$ cat src/rtl/upd_watchdog_pkg.sv
package upd_watchdog_pkg;
    typedef enum logic [1:0] {
        ST_OFF_TMO  = 2'd0,
        ST_RUN      = 2'd1,
        ST_OFF_LINK = 2'd2
    } wd_state_t;
endpackage

$ cat src/rtl/upd_wd_timer.sv
module upd_wd_timer #(
    parameter int TIMEOUT_CYC = 32000
) (
    input  logic clk,
    input  logic rst_n,
    input  logic restart,
    input  logic run,
    output logic expired
);
    localparam int CW = $clog2(TIMEOUT_CYC + 1);
    localparam logic [CW-1:0] LAST = CW'(TIMEOUT_CYC - 1);

    logic [CW-1:0] cnt_q;

    always_ff @(posedge clk or negedge rst_n) begin
        if (!rst_n)
            cnt_q <= '0;
        else if (restart || !run)
            cnt_q <= '0;
        else if (cnt_q != LAST)
            cnt_q <= cnt_q + 1'b1;
    end

    // expires on the edge that would take the count past its last value
    assign expired = run && !restart && (cnt_q == LAST);
endmodule

$ cat src/rtl/upd_wd_hold.sv
module upd_wd_hold #(
    parameter int NUM_CH = 8
) (
    input  logic              clk,
    input  logic              rst_n,
    input  logic              load,
    input  logic [NUM_CH-1:0] din,
    output logic [NUM_CH-1:0] q
);
    always_ff @(posedge clk or negedge rst_n) begin
        if (!rst_n)
            q <= '0;
        else if (load)
            q <= din;
    end
endmodule

$ cat src/rtl/upd_watchdog.sv
module upd_watchdog
    import upd_watchdog_pkg::*;
#(
    parameter int NUM_CH      = 8,
    parameter int TIMEOUT_CYC = 32000
) (
    input  logic              clk,
    input  logic              rst_n,
    input  logic              xfer_stb,
    input  logic              xfer_is_refresh,
    input  logic              xfer_corrupt,
    input  logic [NUM_CH-1:0] xfer_data,
    output logic [NUM_CH-1:0] chan_out,
    output logic              wd_tripped
);
    wd_state_t         state_q, state_d;
    logic              accept;
    logic              link_err;
    logic              expired;
    logic [NUM_CH-1:0] held;

    assign accept   = xfer_stb && !xfer_corrupt;
    assign link_err = xfer_stb &&  xfer_corrupt && xfer_is_refresh;

    upd_wd_timer #(.TIMEOUT_CYC(TIMEOUT_CYC)) u_timer (
        .clk     (clk),
        .rst_n   (rst_n),
        .restart (accept),
        .run     (state_q == ST_RUN),
        .expired (expired)
    );

    upd_wd_hold #(.NUM_CH(NUM_CH)) u_hold (
        .clk   (clk),
        .rst_n (rst_n),
        .load  (accept),
        .din   (xfer_data),
        .q     (held)
    );

    // next-state logic: ACCEPT has priority, then LINKERR, then EXPIRE
    always_comb begin
        state_d = state_q;
        unique case (state_q)
            ST_OFF_TMO, ST_OFF_LINK: begin
                if (accept)
                    state_d = ST_RUN;
            end
            ST_RUN: begin
                if (accept)
                    state_d = ST_RUN;
                else if (link_err)
                    state_d = ST_OFF_LINK;
                else if (expired)
                    state_d = ST_OFF_TMO;
            end
            default: state_d = ST_OFF_TMO;
        endcase
    end

    always_ff @(posedge clk or negedge rst_n) begin
        if (!rst_n)
            state_q <= ST_OFF_TMO;
        else
            state_q <= state_d;
    end

    always_comb begin
        chan_out   = '0;
        wd_tripped = 1'b1;
        unique case (state_q)
            ST_RUN: begin
                chan_out   = held;
                wd_tripped = 1'b0;
            end
            ST_OFF_TMO, ST_OFF_LINK: begin
                chan_out   = '0;
                wd_tripped = 1'b1;
            end
            default: begin
                chan_out   = '0;
                wd_tripped = 1'b1;
            end
        endcase
    end
endmodule

$ cat config.mk
export PLATFORM = sky130hd
export DESIGN_NAME = upd_watchdog
export DESIGN_NICKNAME = d
export VERILOG_FILES = /design/src/rtl/upd_watchdog_pkg.sv /design/src/rtl/upd_wd_timer.sv /design/src/rtl/upd_wd_hold.sv /design/src/rtl/upd_watchdog.sv
export SDC_FILE = /design/constraint.sdc
export NUM_CORES = 1
export LEC_CHECK = 0
export ABC_AREA = 1
export ABC_CLOCK_PERIOD_IN_PS = 1600
export CAP_MARGIN = 20
export CORE_MARGIN = 2
export CORE_UTILIZATION = 45
export CTS_CLUSTER_SIZE = 16
export DETAILED_ROUTE_END_ITERATION = 6
export GPL_ROUTABILITY_DRIVEN = 0
export PLACE_DENSITY = 0.81
export SYNTH_ARGS = -nofsm -noshare
export SYNTH_HDL_FRONTEND = slang
export SYNTH_SLANG_ARGS = --single-unit
$ cat constraint.sdc
create_clock -name clk -period 1.6 [get_ports clk]
set_clock_uncertainty 0.05 [all_clocks]
set_input_delay 0.24 -clock clk [delete_from_list [all_inputs] [get_ports clk]]
set_output_delay 0.24 -clock clk [all_outputs]
set_load 0.05 [all_outputs]
==> metrics.md <==
| Metric | Value |
|---|---|
| CTS Hold Buffers Added | 0 |
| DR vias | 1221 |
| Sink Count | 25 |
| CP top delay family | flip-flops |
| P&R area growth vs syn | 34.27% |
| GR Overflow Total | 0 |
| Synth warn | 0 |
| Post-Place Worst Slack | 0.1275 ns |
| GR peak layer | met2 |
| F_max | 630.6 MHz |
| Final Hold Fails | 0 |
| Mapped cell area | 1388 um2 |
| Net Count, Synth | 200 |
| Leak pwr | 0.8313 nW |
| Critical Path Slowest Stage Cell | dfrtp_1 |
| Power per cell area | 789.0 nW/um2 |
| CP required | 1.31 ns |
| Worst Setup End Kind | primary output |
| GRT Util Overall | 18.65% |
| Number of max-slew violations in the final report | 0 |
| Dpl hpwl | 2120 um |
| Crit Path Class | reg -> out |
| CP bufs+invs | 3 |
| Commonest non-fill, non-tap cell in the layout | nand2_1 |
| Mean Syn Cell Area | 7.460 um2 |
| CP max FO | 5 |
| First-pass GRT wire length | 5002 um |
| GR Util met2 | 32.65% |
| Worst Max-Slew Pin Slew | 0.3217 ns |
| Slew HR | 78.56% |
| RSZ-0062 raised after global routing | yes |
| Root Buffer | clkbuf_4 |
| CP max stage delay | 0.42 ns |
| Number of buffers created by CTS | 3 |
| Setup WS post-layout | 0.01411 ns |
| Initial antenna violation count | 0 |
| Final nets | 230 |
| Bufs on Longest Clock Path | 2 |
| Commonest cells after routing, fill and taps aside | nand2_1, dfrtp_1, inv_1 |
| Clk slew on worst S/H paths | 0.13 ns |
| Final cycle utilization of the critical path | 99.12% |
| Pin count of the biggest net entering global routing | 26 |
| Post-route ant nets | 0 |
| Met1 usage | 23.03% |
| Layout cells sized above 1 | 22.33% |
| Core Box Area | 3003 um2 |
| Min-delay worst type | in -> async |
| Drt first pass iters | 4 |
| Worst vdd ir | 0.4935 mV |
| Max-Cap Viols | 0 |
| Met3 Use GR | 3.712% |
| Chip height | 59.53 um |
| Antenna cells | 0 |
| Seq/Total Area, Yosys | 45.09% |
| CTS H-tree lvls | 1 |
| Number of global-route vias before repair | 1217 |
| Starting density of the core | 46.21% |
| 1st-iter DRT viols | 56 |
| Yosys cell types | 22 |
| Worst skew pair latency | 0.32 ns |
| Chip width | 59.53 um |
| Outcome | finished clean |
| Die area | 3544 um2 |
| Register bit count reported by yosys | 25 |
| Buffers on Ports | 21 |
| Gate Count Post-Synth | 186 |
| Final setup violation count | 0 |
| Hold Worst Slack | 0.2216 ns |
| Routed WL per cell | 11.25 um |
| Worst EP arrival | 1.30 ns |
| Final wirelength | 2790 um |
| Row cnt | 20 |
| CP cell instances | inv_2, nand2_4, buf_8, nor2_4, buf_12 |
| CTS tree | done |
| Tmin final | 1.586 ns |
| I/O pin total | 22 |
| Via-to-Cell Ratio | 4.923 |
| DRC | 0 |
| Type of origin of the critical path | flip-flop |
[per-stage QoR]
stage | instance area [um2] | power [mW] | utilization (%) | setup TNS [ns] | cells
finish | 1863 | 1.470 | 62.04 | 0 | 248
global route | 1863 | 1.549 | 62.04 | -0.1225 | 248
detailed placement | 1749 | 1.133 | 58.25 | 0 | 242
floorplan | 1388 | 0.9168 | - | -1.053 | 186
CTS | 1827 | 1.454 | 60.83 | -0.1198 | 247
global placement | 1749 | 1.129 | 58.25 | 0 | 242
[cells in the mapped netlist, drive strengths merged]
master	instances	area [um2]
a21o	1	7.510
a21oi	2	10.01
buf	2	12.51
clkbuf	1	5.000
dfrtp	25	625.6
ha	1	12.51
inv	25	93.84
nand2	52	202.7
nand3	19	105.1
nand3b	1	7.510
nand4	6	37.54
nor2	34	175.2
o21ai	12	60.05
o21bai	1	7.510
or2	4	25.02
[state kept, by name, indices dropped and copies added (netlist names)]
name           cells
state_q            2
u_timer.cnt_q     15
u_hold.q           8
[final cells by class]
| cell class | count | area (um2) |
|---|---|---|
| Clock buffer | 3 | 22.52 |
| Inverter | 25 | 93.84 |
| Sequential cell | 25 | 625.6 |
| Fill cell | 257 | 1140 |
| Timing Repair Buffer | 28 | 364.1 |
| Tap cell | 33 | 41.29 |
| Clock inverter | 1 | 5.005 |
| Multi-Input combinational cell | 133 | 710.7 |
[layer usage]
| metal | vias to the layer above | wire length, um | part of all wire, % |
|---|---|---|---|
| met3 | 7 | 150 | 5.4 |
| met5 | - | 0 | 0 |
| met2 | 35 | 1353 | 48 |
| met4 | 0 | 44 | 1.6 |
| met1 | 537 | 1242 | 45 |
| li1 | 642 | - | - |
[logic make-up after synthesis]
family / synth area share, %
adder cells (fa/ha/maj): 0.9016
buffers and inverters: 8.025
flip-flops: 45.09
AO/OA/AOI/OAI: 6.132
AND/OR/NAND/NOR: 39.86
[worst paths after layout]
| check | end | cells after the start | start | slack [ns] |
|---|---|---|---|---|
| min | u_hold.q[7] | 2 | rst_n | 0.22 |
| max in group asynchronous | u_timer.cnt_q[6] | 2 | rst_n | 1.03 |
| max reg2reg | u_timer.cnt_q[10] | 8 | u_timer.cnt_q[0] | 0.15 |
| max | chan_out[1] | 5 | state_q[1] | 0.01 |
| min in group clk | u_hold.q[4] | 3 | xfer_data[4] | 0.42 |
| min reg2reg | state_q[1] | 2 | state_q[1] | 0.51 |
[report_power, final]
part | internal [mW] | total (mW) | switching, mW
Clock | 0.0936 | 0.276 | 0.182
Combinational | 0.223 | 0.501 | 0.278
Sequential | 0.671 | 0.693 | 0.0220
[repair_timing]
item | 4_1_cts | 5_1_grt
setup buffers | 0 | 1
gates resized for setup | 14 | 7
gates cloned | 1 | 0
endpoints found under the hold margin | 0 | 0
pin swaps | 0 | 1
setup endpoints to repair | 7 | 8
[worst reg2reg max path, delay by kind of cell, from the launching register on]
kind | cells | cell delay, ns
buffers and inverters | 1 | 0.07
adders and majority gates | 1 | 0.25
DFF | 1 | 0.42
and+or+nand+nor | 6 | 0.58
Power figures use the tool's default switching activity.
